--- src/rtl/mbr_pkg.sv ---
package mbr_pkg;
  localparam int MAX_WORDS = 16;
  localparam int WCW = $clog2(MAX_WORDS + 1);

  function automatic logic [WCW-1:0] burst_words(input logic en, input logic [1:0] code);
    if (!en) return WCW'(1);
    case (code)
      2'd0:    return WCW'(4);
      2'd1:    return WCW'(8);
      default: return WCW'(16);
    endcase
  endfunction

  function automatic logic [1:0] clk_factor(input logic [1:0] code);
    case (code)
      2'd0:    return 2'd1;
      2'd1:    return 2'd2;
      default: return 2'd3;
    endcase
  endfunction
endpackage

--- src/rtl/mbr_window.sv ---
module mbr_window #(
  parameter int TW = 5,
  parameter int CNTW = 10
) (
  input  logic            clk,
  input  logic            rst,
  input  logic            run,
  input  logic            fin,
  input  logic [CNTW-1:0] cnt,
  input  logic [TW-1:0]   t_on,
  input  logic [TW-1:0]   t_off,
  output logic            strobe_n
);
  always_ff @(posedge clk) begin
    if (rst || !run || fin) strobe_n <= 1'b1;
    else strobe_n <= !((cnt >= CNTW'(t_on)) && (cnt < CNTW'(t_off)));
  end
endmodule

--- src/rtl/mbr_clkgen.sv ---
module mbr_clkgen #(
  parameter int TW = 5,
  parameter int CNTW = 10
) (
  input  logic            clk,
  input  logic            rst,
  input  logic            run,
  input  logic            fin,
  input  logic [CNTW-1:0] cnt,
  input  logic [TW-1:0]   start_at,
  input  logic [1:0]      factor,
  output logic            mem_clk
);
  logic       going;
  logic [1:0] ph;

  always_ff @(posedge clk) begin
    if (rst || !run || fin) begin
      mem_clk <= 1'b0;
      going   <= 1'b0;
      ph      <= 2'd0;
    end else if (!going) begin
      if (cnt == CNTW'(start_at)) begin
        mem_clk <= 1'b1;
        going   <= 1'b1;
        ph      <= 2'd0;
      end
    end else if (ph == factor - 2'd1) begin
      mem_clk <= !mem_clk;
      ph      <= 2'd0;
    end else begin
      ph <= ph + 2'd1;
    end
  end

  p_clk_idle_r9: assert property (@(posedge clk) disable iff (rst)
    !run |=> !mem_clk);
endmodule

--- src/rtl/mbr_capture.sv ---
module mbr_capture
  import mbr_pkg::*;
#(
  parameter int DW = 16,
  parameter int TW = 5,
  parameter int PW = 4,
  parameter int CNTW = 10
) (
  input  logic            clk,
  input  logic            rst,
  input  logic            start,
  input  logic            run,
  input  logic [CNTW-1:0] cnt,
  input  logic [TW-1:0]   first_at,
  input  logic [PW-1:0]   gap,
  input  logic            burst_en,
  input  logic [1:0]      burst_code,
  input  logic [DW-1:0]   bus_in,
  output logic            rd_valid,
  output logic [DW-1:0]   rd_data,
  output logic            rd_last,
  output logic            all_done
);
  logic [CNTW-1:0] next_at;
  logic [PW-1:0]   gap_l;
  logic [WCW-1:0]  got, nw_l;

  assign all_done = (got == nw_l);

  always_ff @(posedge clk) begin
    if (rst) begin
      next_at  <= '0;
      gap_l    <= PW'(1);
      got      <= '0;
      nw_l     <= WCW'(1);
      rd_valid <= 1'b0;
      rd_last  <= 1'b0;
      rd_data  <= '0;
    end else if (start) begin
      next_at  <= CNTW'(first_at);
      gap_l    <= (gap == '0) ? PW'(1) : gap;
      got      <= '0;
      nw_l     <= burst_words(burst_en, burst_code);
      rd_valid <= 1'b0;
      rd_last  <= 1'b0;
    end else if (run && (got < nw_l) && (cnt == next_at)) begin
      rd_valid <= 1'b1;
      rd_data  <= bus_in;
      rd_last  <= (got + WCW'(1) == nw_l);
      got      <= got + WCW'(1);
      next_at  <= next_at + CNTW'(gap_l);
    end else begin
      rd_valid <= 1'b0;
      rd_last  <= 1'b0;
    end
  end

  p_word_cap_r6: assert property (@(posedge clk) disable iff (rst) got <= nw_l);
  p_last_valid_r7: assert property (@(posedge clk) disable iff (rst) rd_last |-> rd_valid);
endmodule

--- src/rtl/mbr_top.sv ---
module mbr_top
  import mbr_pkg::*;
#(
  parameter int DW = 16,
  parameter int TW = 5,
  parameter int PW = 4
) (
  input  logic          clk,
  input  logic          rst,
  input  logic          req_valid,
  output logic          req_ready,
  input  logic [DW-1:0] req_addr,
  input  logic [TW-1:0] cfg_cs_on,
  input  logic [TW-1:0] cfg_cs_off,
  input  logic [TW-1:0] cfg_adv_on,
  input  logic [TW-1:0] cfg_adv_off,
  input  logic [TW-1:0] cfg_oe_on,
  input  logic [TW-1:0] cfg_oe_off,
  input  logic [TW-1:0] cfg_rd_access,
  input  logic [TW-1:0] cfg_cycle_len,
  input  logic [PW-1:0] cfg_page_gap,
  input  logic [1:0]    cfg_clk_div,
  input  logic [TW-1:0] cfg_clk_start,
  input  logic          cfg_burst_en,
  input  logic [1:0]    cfg_burst_len,
  output logic          mem_clk,
  output logic          mem_cs_n,
  output logic          mem_adv_n,
  output logic          mem_oe_n,
  output logic [DW-1:0] bus_out,
  output logic          bus_drive,
  input  logic [DW-1:0] bus_in,
  output logic          rd_valid,
  output logic [DW-1:0] rd_data,
  output logic          rd_last,
  output logic          done
);
  localparam int CNTW = ((TW > PW + 4) ? TW : PW + 4) + 1;
  localparam int NSTB = 3;

  logic            run, fin, start, all_done;
  logic [CNTW-1:0] cnt;
  logic [TW-1:0]   on_l [NSTB];
  logic [TW-1:0]   off_l[NSTB];
  logic [NSTB-1:0] stb_n;
  logic [TW-1:0]   cyc_l, clk_start_l;
  logic [1:0]      fac_l;
  logic [DW-1:0]   addr_l;
  logic            drive_nx;

  assign req_ready = !run;
  assign start     = !run && req_valid;
  assign fin       = run && (cnt >= CNTW'(cyc_l)) && all_done;

  always_ff @(posedge clk) begin
    if (rst) begin
      run  <= 1'b0;
      cnt  <= '0;
      done <= 1'b0;
    end else begin
      done <= 1'b0;
      if (start) begin
        run <= 1'b1;
        cnt <= '0;
      end else if (fin) begin
        run  <= 1'b0;
        done <= 1'b1;
      end else if (run) begin
        cnt <= cnt + CNTW'(1);
      end
    end
  end

  // timing set captured once per access
  always_ff @(posedge clk) begin
    if (rst) begin
      for (int i = 0; i < NSTB; i++) begin
        on_l[i]  <= '0;
        off_l[i] <= '0;
      end
      cyc_l       <= '0;
      clk_start_l <= '0;
      fac_l       <= 2'd1;
      addr_l      <= '0;
    end else if (start) begin
      on_l[0]     <= cfg_cs_on;
      off_l[0]    <= cfg_cs_off;
      on_l[1]     <= cfg_adv_on;
      off_l[1]    <= cfg_adv_off;
      on_l[2]     <= cfg_oe_on;
      off_l[2]    <= cfg_oe_off;
      cyc_l       <= cfg_cycle_len;
      clk_start_l <= cfg_clk_start;
      fac_l       <= clk_factor(cfg_clk_div);
      addr_l      <= req_addr;
    end
  end

  for (genvar g = 0; g < NSTB; g++) begin : g_stb
    mbr_window #(.TW(TW), .CNTW(CNTW)) u_win (
      .clk(clk), .rst(rst), .run(run), .fin(fin), .cnt(cnt),
      .t_on(on_l[g]), .t_off(off_l[g]), .strobe_n(stb_n[g])
    );
  end

  assign mem_cs_n  = stb_n[0];
  assign mem_adv_n = stb_n[1];
  assign mem_oe_n  = stb_n[2];

  assign drive_nx = run && !fin
                 && (cnt >= CNTW'(on_l[1])) && (cnt < CNTW'(off_l[1]))
                 && ((cnt + CNTW'(1)) < CNTW'(on_l[2]));

  always_ff @(posedge clk) begin
    if (rst) begin
      bus_drive <= 1'b0;
      bus_out   <= '0;
    end else begin
      bus_drive <= drive_nx;
      bus_out   <= drive_nx ? addr_l : '0;
    end
  end

  mbr_clkgen #(.TW(TW), .CNTW(CNTW)) u_clk (
    .clk(clk), .rst(rst), .run(run), .fin(fin), .cnt(cnt),
    .start_at(clk_start_l), .factor(fac_l), .mem_clk(mem_clk)
  );

  mbr_capture #(.DW(DW), .TW(TW), .PW(PW), .CNTW(CNTW)) u_cap (
    .clk(clk), .rst(rst), .start(start), .run(run), .cnt(cnt),
    .first_at(cfg_rd_access), .gap(cfg_page_gap),
    .burst_en(cfg_burst_en), .burst_code(cfg_burst_len),
    .bus_in(bus_in), .rd_valid(rd_valid), .rd_data(rd_data),
    .rd_last(rd_last), .all_done(all_done)
  );

  p_accept_r1: assert property (@(posedge clk) disable iff (rst)
    (req_ready && req_valid) |=> !req_ready);
  p_release_r5: assert property (@(posedge clk) disable iff (rst)
    $fell(mem_oe_n) |-> !$past(bus_drive));
  p_done_idle_r8: assert property (@(posedge clk) disable iff (rst)
    done |-> (req_ready && mem_cs_n && mem_adv_n && mem_oe_n));
  p_done_pulse_r8: assert property (@(posedge clk) disable iff (rst)
    done |=> !done);
  p_idle_quiet_r9: assert property (@(posedge clk) disable iff (rst)
    req_ready |-> (!mem_clk && !bus_drive));
endmodule

--- config.mk ---
export PLATFORM = sky130hd
export DESIGN_NAME = mbr_top
export DESIGN_NICKNAME = d
export VERILOG_FILES = /design/src/rtl/mbr_pkg.sv /design/src/rtl/mbr_window.sv /design/src/rtl/mbr_clkgen.sv /design/src/rtl/mbr_capture.sv /design/src/rtl/mbr_top.sv
export SDC_FILE = /design/constraint.sdc
export NUM_CORES = 1
export LEC_CHECK = 0
export BUFFER_PORTS_ARGS = -buffer_cell sky130_fd_sc_hd__buf_2
export CAP_MARGIN = 20
export CORE_MARGIN = 2
export CORE_UTILIZATION = 60
export DETAILED_ROUTE_END_ITERATION = 12
export HOLD_SLACK_MARGIN = 0.1
export PLACE_DENSITY = 0.86
export SETUP_SLACK_MARGIN = 0.05
export SYNTH_ARGS = -nofsm -noshare
export SYNTH_HDL_FRONTEND = slang
export SYNTH_HIERARCHICAL = 1
export SYNTH_SLANG_ARGS = --single-unit
--- constraint.sdc ---
create_clock -name clk -period 5.1 [get_ports clk]
set_input_delay 1.53 -clock clk [delete_from_list [all_inputs] [get_ports clk]]
set_output_delay 1.53 -clock clk [all_outputs]
set_load 0.02 [all_outputs]
Word-level counts from Yosys, hierarchy flattened
Memories as Yosys holds them, arrays and structs flattened.
Index checks and enable logic that the tools add are counted.
{ "op_classes": {"n_addsub": 5, "mul": 0, "div": 0, "n_lt_le_gt_ge": 9, "eq_ne": 8, "shift": 0, "n_mux": 33, "bitwise_logic": 10, "reduce_logical": 32} }
{ "ops": {"columns": ["op", "n"], "rows": [
  ["5-bit two-way mux", 10],
  ["9-bit by 5-bit >= comparator with 1-bit output", 4],
  ["9-bit by 5-bit < comparator with 1-bit output", 4],
  ["1-bit two-way mux", 17],
  ["1-bit logical AND", 12],
  ["5-bit == test", 2],
  ["5-bit case mux with 2 select lines", 1],
  ["9-bit by 1-bit adder with 9-bit output (second input constant)", 1],
  ["9-bit by 4-bit adder with 9-bit output", 1],
  ["9-bit by 5-bit == test with 1-bit output", 1],
  ["9-bit == test", 1],
  ["1-bit logical NOT", 6],
  ["2-bit two-way mux", 3],
  ["1-bit bitwise OR", 6],
  ["2-bit AND reduction", 3],
  ["2-bit nonzero test", 3],
  ["5-bit by 1-bit adder with 5-bit output (second input constant)", 1],
  ["5-bit < comparator", 1],
  ["2-bit by 1-bit == test with 1-bit output (second input constant)", 2],
  ["2-bit logical NOT", 2],
  ["4-bit logical NOT", 1],
  ["4-bit two-way mux", 1],
  ["1-bit NOT", 4],
  ["2-bit case mux with 2 select lines", 1],
  ["7 further kinds", 9]
]} }
{ "totals": {"regBits": 104, "latch_bits": 0, "mem_bits_rw": 30, "romBits": 0, "inputBits": 89, "word_cells": 122, "n_memories": 2} }
{ "memory_table": {"columns": ["name", "words", "width", "read_ports", "rd_ports_with_merged_regs", "wr", "line_no", "source"], "rows": [
  ["off_l", 3, 5, 3, 0, 3, "mbr_top.sv:44", "logic [TW-1:0] off_l[NSTB];"],
  ["on_l", 3, 5, 3, 0, 3, "mbr_top.sv:43", "logic [TW-1:0] on_l [NSTB];"]
]} }

Logic depth before layout (Yosys ltp)
Gate-level depths: netlist of the first run.
{ "logic_depth": {"word_depth": 10, "mapped_depth": 11} }

Hierarchy
Netlist of the first run, hierarchy kept.
{ "by_module_without_submodules": {"columns": ["mod", "instances", "cells_per_inst", "area_per_inst_um2", "seq_area_each_um2"], "rows": [
  ["mbr_top", 1, 360, 3614.7, 2021.9],
  ["mbr_capture", 1, 239, 1986.9, 800.8],
  ["mbr_window", 3, 35, 266.5, 20.0],
  ["mbr_clkgen", 1, 38, 309.0, 80.1]
]} }

Worst setup path before layout of the first run
OpenSTA, ideal clock, no wires.
{ "synth_path": {"path_type": "input-to-reg", "start": "input port rst", "end": "register cnt[8]", "setup_ns": 0.069, "arrival_time_ns": 3.412, "required_time_ns": 5.031, "setup_slack_ns": 1.619, "path_stages": 5, "path_buffers": 1, "cell_sequence": "clkbuf_1 nor2_2 clkinv_1 or4_1 o21ai_1"} }
{ "synth_between": {"elab_chain_cells": 1} }
{ "synth_lines": {"columns": ["item", "line_no", "source"], "rows": [
  ["start, declared", "mbr_top.sv:9", "input logic rst,"],
  ["2-bit OR reduction (no line)", null, null],
  ["end signal, assigned", "mbr_top.sv:69", "cnt <= cnt + CNTW'(1);"],
  ["end, declared", "mbr_top.sv:42", "logic [CNTW-1:0] cnt;"]
]} }
No other way between the ends.
A chain may end at the register's enable or synchronous reset.

Final worst setup path of the first run
{ "layout_path": {"start": "register cnt[2]", "end": "register bus_out[15]"} }
{ "layout_between": {"elab_chain_cells": 10} }
{ "layout_lines": {"columns": ["item", "line_no", "source"], "rows": [
  ["parallel branches: the longest is 7 deep, another holds 9-bit by 1-bit adder with 9-bit output", null, null],
  ["1-bit logical AND *", "mbr_top.sv:112", "&& ((cnt + CNTW'(1)) < CNTW'(on_l[2]));"],
  ["1-bit NOT (no line) *", null, null],
  ["2-bit OR reduction (no line) *", null, null],
  ["end signal, assigned", "mbr_top.sv:120", "bus_out <= drive_nx ? addr_l : '0;"],
  ["end, declared", "mbr_top.sv:30", "output logic [DW-1:0] bus_out,"]
]} }
Mark *: on every way between the ends.

==> results of run 1 <==
==> logic make-up (layout without fill, tap and decap cells) <==
logic type	count (synthesis)	count (layout)	share of synthesized area
AOI/OAI and AO/OA	164	164	0.151
xor gates and xnor gates	23	23	0.0300
adders and majority gates	56	56	0.106
buffers and inverters	91	227	0.0522
DFF	133	133	0.442
muxes	6	6	0.00895
and+or+nand+nor	269	269	0.211
==> metrics by stage <==
stage          instances  instance area, um2  utilization
6_report            1018                8100        0.744
5_1_grt             1018                8100        0.744
4_1_cts             1018                8100        0.744
3_5_place_dp         986                7470        0.686
3_3_place_gp         984                7450        0.684
2_1_floorplan        742                6710            -
==> worst max-delay path by stage <==
stage	depth (start not counted)	slack, ns	startpoint	end
after detailed placement	8	1.60	req_valid	u_cap/nw_l[2]$_SDFFE_PP0P_
after floorplan	5	1.62	rst	cnt[8]$_SDFFE_PP0P_
after global routing	9	1.25	cnt[2]$_SDFFE_PP0P_	bus_out[15]$_SDFF_PP0_
after global placement	8	1.69	req_valid	u_cap/nw_l[2]$_SDFFE_PP0P_
final	9	1.57	cnt[2]$_SDFFE_PP0P_	bus_out[15]$_SDFF_PP0_
after CTS	9	1.57	cnt[2]$_SDFFE_PP0P_	bus_out[15]$_SDFF_PP0_
==> area by class of cell <==
class | count | area share
clock buffers | 20 | 0.0564
clock inverters | 12 | 0.0215
inverters | 58 | 0.0269
multi-input cells | 518 | 0.420
flip-flops and latches | 133 | 0.366
well taps | 140 | 0.0216
repair buffers | 137 | 0.0880
==> state kept, by name (all words and copies together) (netlist names), 9 cells and up <==
signal	cells
addr_l	16
bus_out	16
u_cap/rd_data	16
off_l	15
on_l	15
cnt	9
u_cap/next_at	9
==> cells in the mapped netlist, drive strengths merged, types with 13 or more instances <==
cell type	instances
a21oi	76
and2	46
clkbuf	29
dfxtp	103
edfxtp	30
ha	55
inv	57
nand2	96
nand3	32
nor2	26
nor4	13
o21ai	39
xor2	15
==> power breakdown <==
group          internal (W)  switching, W
Clock              0.000835      0.000464
Sequential          0.00113     0.0000358
Combinational      0.000123      0.000183
==> per-layer routing <==
layer / vias up / share of wire / global-route usage
met5: - / 0 / 0
met4: 0 / 0.021 / 0.108
met3: 32 / 0.053 / 0.0729
met2: 184 / 0.51 / 0.485
met1: 2749 / 0.41 / 0.321
li1: 2825 / - / -
==> cell usage in the layout (no fill, tap or decap), drive strengths merged, types with 3 or more instances in the layout <==
master and count:
a21o 8, a21oi 76, a311oi 6, a31oi 6, and2 46, buf 137, bufinv 4, clkbuf 20
clkinv 6, dfxtp 103, edfxtp 30, ha 55, inv 58, mux2i 6, nand2 96, nand2b 10
nand3 32, nor2 26, nor2b 7, nor3 10, nor4 13, nor4b 4, o211ai 3, o21a 3
o21ai 39, o31ai 4, or2 3, or3 10, or4 6, xnor2 8, xor2 15
==> critical path, delay by kind of cell, from the launching register on <==
family / cells / cell delay (ns)
simple gates: 5 / 1.82
flops: 1 / 0.90
compound gates: 2 / 0.41
fa+ha+maj: 1 / 0.19
xor+xnor: 1 / 0.14
==> flow_metrics.tcl, run 1 <==
set metrics [dict create \
    hold_viol_final 0 \
    via_per_inst 5.69 \
    worst_slack_ns 1.57 \
    ys_ff_latch 133 \
    cpPeakStageDelay_ns 0.90 \
    synth_top_area_frac 0.307 \
    multi_input_area_um2 3400 \
    status "finished, final reports clean" \
    synth_cells 742 \
    cts.sinks 133 \
    clk_pin_slew_worst_paths_ns 0.06 \
    fin_worst_skew_ns 0.00778 \
    cp.arrival_ns 4.01 \
    regArea_um2 2960 \
    hold_path_depth 2 \
    hpwl_mm 10.9 \
    period_share 0.691 \
    grt_pass1_wl_mm 25.8 \
    root_buffer "clkbuf_8" \
    cellPowerDensity_nw_per_um2 342 \
    place_congestion 0.880 \
    yosys_warnings 6 \
    grt_setup_unrepaired "no" \
    syn_avg_cell_area_um2 9.04 \
    synth_fp_nets 887 \
    clk_latency_ns 0.54 \
    vias 5790 \
    seq_area_frac_synth 0.442 \
    drtIter0Drc 420 \
    drt_wl_total_mm 15.8 \
    relSlewSlack 0.358 \
    reg2regPathDepth 9 \
    cp_slowest_cell "dfxtp_1" \
    rrSetupSlack_ns 1.57 \
    finalPower_w 0.00277 \
    rr_startpoint "cnt[2]$_SDFFE_PP0P_" \
    wl_per_cell_um 15.5 \
    fin_crit_ns 3.53 \
    die_w_um 110 \
    worst-setup-path-type "register to register" \
    worstMarginPinSlew_ns 0.955 \
    drive_above_1_share 0.220 \
    cts_setup_buffers 0 \
    ctsResizeCount 0 \
    portBuffers 129 \
    synth-edff-count 30 \
    crit_path_cell_trace "and2_1, nand2_1, xnor2_1, ha_1, or3_1, a311oi_2, o211ai_1, nor4_2, and2_1" \
    hold_class "register to register" \
    slew_viol_final 0 \
    synthToLayoutAreaGrowth_pct 20.8 \
    ys_types 63 \
    grt_max_degree 65 \
    n_antenna_cell 0 \
    fill_cells 779 \
    max_freq_mhz 284 \
    hp-start "addr_l[9]$_SDFFE_PP0P_" \
    cts_tree "yes" \
    die-area_um2 12000 \
    hold_path_end "bus_out[9]$_SDFF_PP0_" \
    fin_nets 1010 \
    grt_pass1_vias 5713 \
    power_leakage_nw 3.59 \
    fin_tns_setup_ns 0 \
    cts_max_path_buffers 2 \
    antenna_found_initial 0 \
    overflow 0 \
    synth_top_cell_by_area "dfxtp_1" \
    whs_ns 0.445 \
    netlist_top_cells_area "dfxtp_1, edfxtp_1, ha_1" \
    peakVddDrop_mv 0.246 \
    firstDrtPassIters 5 \
    netlist_area_um2 6710 \
    cap_violations 0 \
    ios 130 \
    grt_usage 0.276 \
    ant_nets 0 \
    rows 38 \
    required_ns 5.58 \
    die_h_um 110 \
    synthFlopType "dfxtp_1" \
    htree_levels 4 \
    fp.coreArea_um2 10900 \
    cp-end-kind "register" \
    cpMostUsedCell "and2_1" \
    cts_buffers 17 \
    cts_hold_buf 0 \
    startpoint_type "register" \
    crit_fanout 17 \
    drc_errors 0 \
    r2r_end "bus_out[15]$_SDFF_PP0_" \
    async_reset_ff_frac 0 \
    dp_slack_ns 1.60 \
    start_util 0.616 \
    setup_violations 0 \
]
No activity file was read; power rests on OpenSTA's default activity.
==> inputs of run 2 (changes only) <==
- ABC_AREA: not set -> 1
- CORE_UTILIZATION: 60 -> 56
- PLACE_DENSITY: 0.86 -> 0.8
- clock period: 5.1 -> 3.7 ns (I/O delays scaled with it)
==> flow_metrics.tcl, run 2 <==
set metrics [dict create \
    startpoint_type "register" \
    peakVddDrop_mv 0.471 \
    ant_nets 0 \
    synth_top_cell_by_area "dfxtp_1" \
    synth_most_common_cell "nand2_1" \
    cts_buffers 17 \
    cpPeakStageDelay_ns 0.83 \
    firstDrtPassIters 6 \
    cp-end-kind "register" \
    cellPowerDensity_nw_per_um2 483 \
    worst_slack_ns 1.02 \
    ys_ff_latch 133 \
    drt_wl_total_mm 16.3 \
    place_congestion 0.896 \
    met3_usage 0.0581 \
    crit_fanout 17 \
    clk_latency_ns 0.42 \
    drc_errors 0 \
    fin_worst_skew_ns 0.00691 \
    synth_top_area_frac 0.284 \
    setup_violations 0 \
    required_ns 4.04 \
    cp_num_buf_inv 1 \
    endpoint "bus_out[2]$_SDFF_PP0_" \
    grt_pass1_vias 6082 \
    cpMostUsedCell "ha_1" \
    overflow 0 \
    grt_pass1_wl_mm 27.5 \
    grt_use_met2 0.404 \
    switching_share 0.310 \
    cts_setup_buffers 0 \
    p_comb_frac 0.197 \
    rrSetupSlack_ns 1.02 \
    vias 6392 \
    largestRegisters "addr_l (16), bus_out (16), u_cap/rd_data (16)" \
    async_reset_ff_frac 0 \
    syn_avg_cell_area_um2 7.23 \
    ys_types 43 \
    htree_levels 4 \
    die_h_um 118 \
    ios 130 \
    hold_viol_final 0 \
    synthTopCellsByCount "nand2_1, inv_1, nor2_1" \
    layout_commonest_cell "nand2_1" \
    hpwl_mm 11.5 \
    use_met1 0.309 \
    via_per_inst 4.82 \
    root_buffer "clkbuf_16" \
    crit_cells 10 \
    crit_path_cell_trace "ha_1, nand2_1, nor2_4, xnor2_1, inv_1, ha_1, nor4_1, and2_4, nand2_4, nor3_1" \
    drtIter0Drc 419 \
    cp_top_family "simple AND/OR/NAND/NOR gates" \
    cp_slowest_cell "dfxtp_1" \
    portBuffers 129 \
    fin_crit_ns 2.68 \
    hold_path_depth 2 \
    synth-edff-count 30 \
    synth_fp_nets 1150 \
    netlist_top_cells_area "dfxtp_1, nand2_1, edfxtp_1" \
    p_sw_w 0.00130 \
    cap_violations 0 \
    whs_ns 0.446 \
    power_frac_clock 0.403 \
    rr_startpoint "cnt[1]$_SDFFE_PP0P_" \
    startpoint "cnt[1]$_SDFFE_PP0P_" \
    netlist_area_um2 7260 \
    wl_per_cell_um 12.3 \
    rows 41 \
    worst-setup-path-type "register to register" \
    n_antenna_cell 0 \
    synthToLayoutAreaGrowth_pct 19.7 \
    grt_usage 0.242 \
    cp.arrival_ns 3.02 \
    cts_hold_buf 0 \
    cts_max_path_buffers 2 \
    grt-busiest-layer "met2" \
    cts_tree "yes" \
    fp.coreArea_um2 12600 \
    reg2regPathDepth 10 \
    intPower_w 0.00290 \
    clk_pin_slew_worst_paths_ns 0.06 \
    yosys_warnings 6 \
    grt_setup_unrepaired "no" \
    hold_class "register to register" \
    die_w_um 118 \
    fin_nets 1287 \
    slew_viol_final 0 \
    power_leakage_nw 4.57 \
    fin_tns_setup_ns 0 \
    seqPwrFrac 0.400 \
    synth_cells 1005 \
    synthFlopType "dfxtp_1" \
    die-area_um2 13900 \
    seq_area_frac_synth 0.408 \
    cts.sinks 133 \
    antenna_found_initial 0 \
    period_share 0.725 \
    ctsResizeCount 0 \
    final_cell_mix "nand2_1, inv_1, nor2_1" \
    worstMarginPinSlew_ns 0.780 \
    status "finished, final reports clean" \
    relSlewSlack 0.479 \
    dp_slack_ns 0.997 \
    r2r_end "bus_out[2]$_SDFF_PP0_" \
    drive_above_1_share 0.180 \
    grt_max_degree 40 \
    max_freq_mhz 373 \
    start_util 0.576 \
]
run 2: stage by stage:
stage	utilization	total power (W)	cells	instance area, um2
floorplan	-	0.00229	1005	7260
global placement	0.641	0.00250	1295	8090
detailed placement	0.641	0.00252	1295	8090
CTS	0.689	0.00421	1327	8690
global route	0.689	0.00442	1327	8690
finish	0.689	0.00420	1327	8690
run 2: power by group through the flow:
stage	clock network, W	logic, W	registers [W]
floorplan	0	0.000569	0.00173
global placement	0	0.000790	0.00171
detailed placement	0	0.000808	0.00171
CTS	0.00171	0.000823	0.00168
global route	0.00178	0.000948	0.00169
finish	0.00169	0.000827	0.00168
run 2: final cells by class:
class	count	area, um2
fillers	1104	3930
repair buffers	138	726
multi-input cells	639	3390
clock inverters	13	134
flip-flops and latches	133	2960
inverters	213	800
clock buffers	19	464
well taps	172	215
run 2: cells by family after synthesis:
group                    share of synthesized area
AND/OR/NAND/NOR                              0.286
buffers and inverters                        0.126
AO/OA/AOI/OAI                               0.0634
flip-flops                                   0.408
XOR/XNOR                                    0.0193
adder cells (fa/ha/maj)                     0.0975
run 2: worst min path at each step:
| stage | slack (ns) | to | startpoint |
|---|---|---|---|
| 6_report | 0.45 | bus_out[14]$_SDFF_PP0_ | addr_l[14]$_SDFFE_PP0P_ |
| 5_1_grt | 0.47 | bus_out[11]$_SDFF_PP0_ | addr_l[11]$_SDFFE_PP0P_ |
| 2_1_floorplan | 0.42 | bus_out[0]$_SDFF_PP0_ | addr_l[0]$_SDFFE_PP0P_ |
| 3_5_place_dp | 0.43 | bus_out[0]$_SDFF_PP0_ | addr_l[0]$_SDFFE_PP0P_ |
| 4_1_cts | 0.44 | bus_out[0]$_SDFF_PP0_ | addr_l[0]$_SDFFE_PP0P_ |
| 3_3_place_gp | 0.43 | bus_out[3]$_SDFF_PP0_ | addr_l[3]$_SDFFE_PP0P_ |
run 2: worst min-delay path, stage by stage (launching register included):
cell     delay [ns]
dfxtp_1        0.30
inv_1          0.06
nor3_1         0.05
run 2: per-layer routing:
metal | wire, um | vias to the layer above
met5 | 0 | -
met4 | 301 | 0
met3 | 851 | 31
met2 | 7820 | 163
met1 | 7310 | 2841
li1 | - | 3357
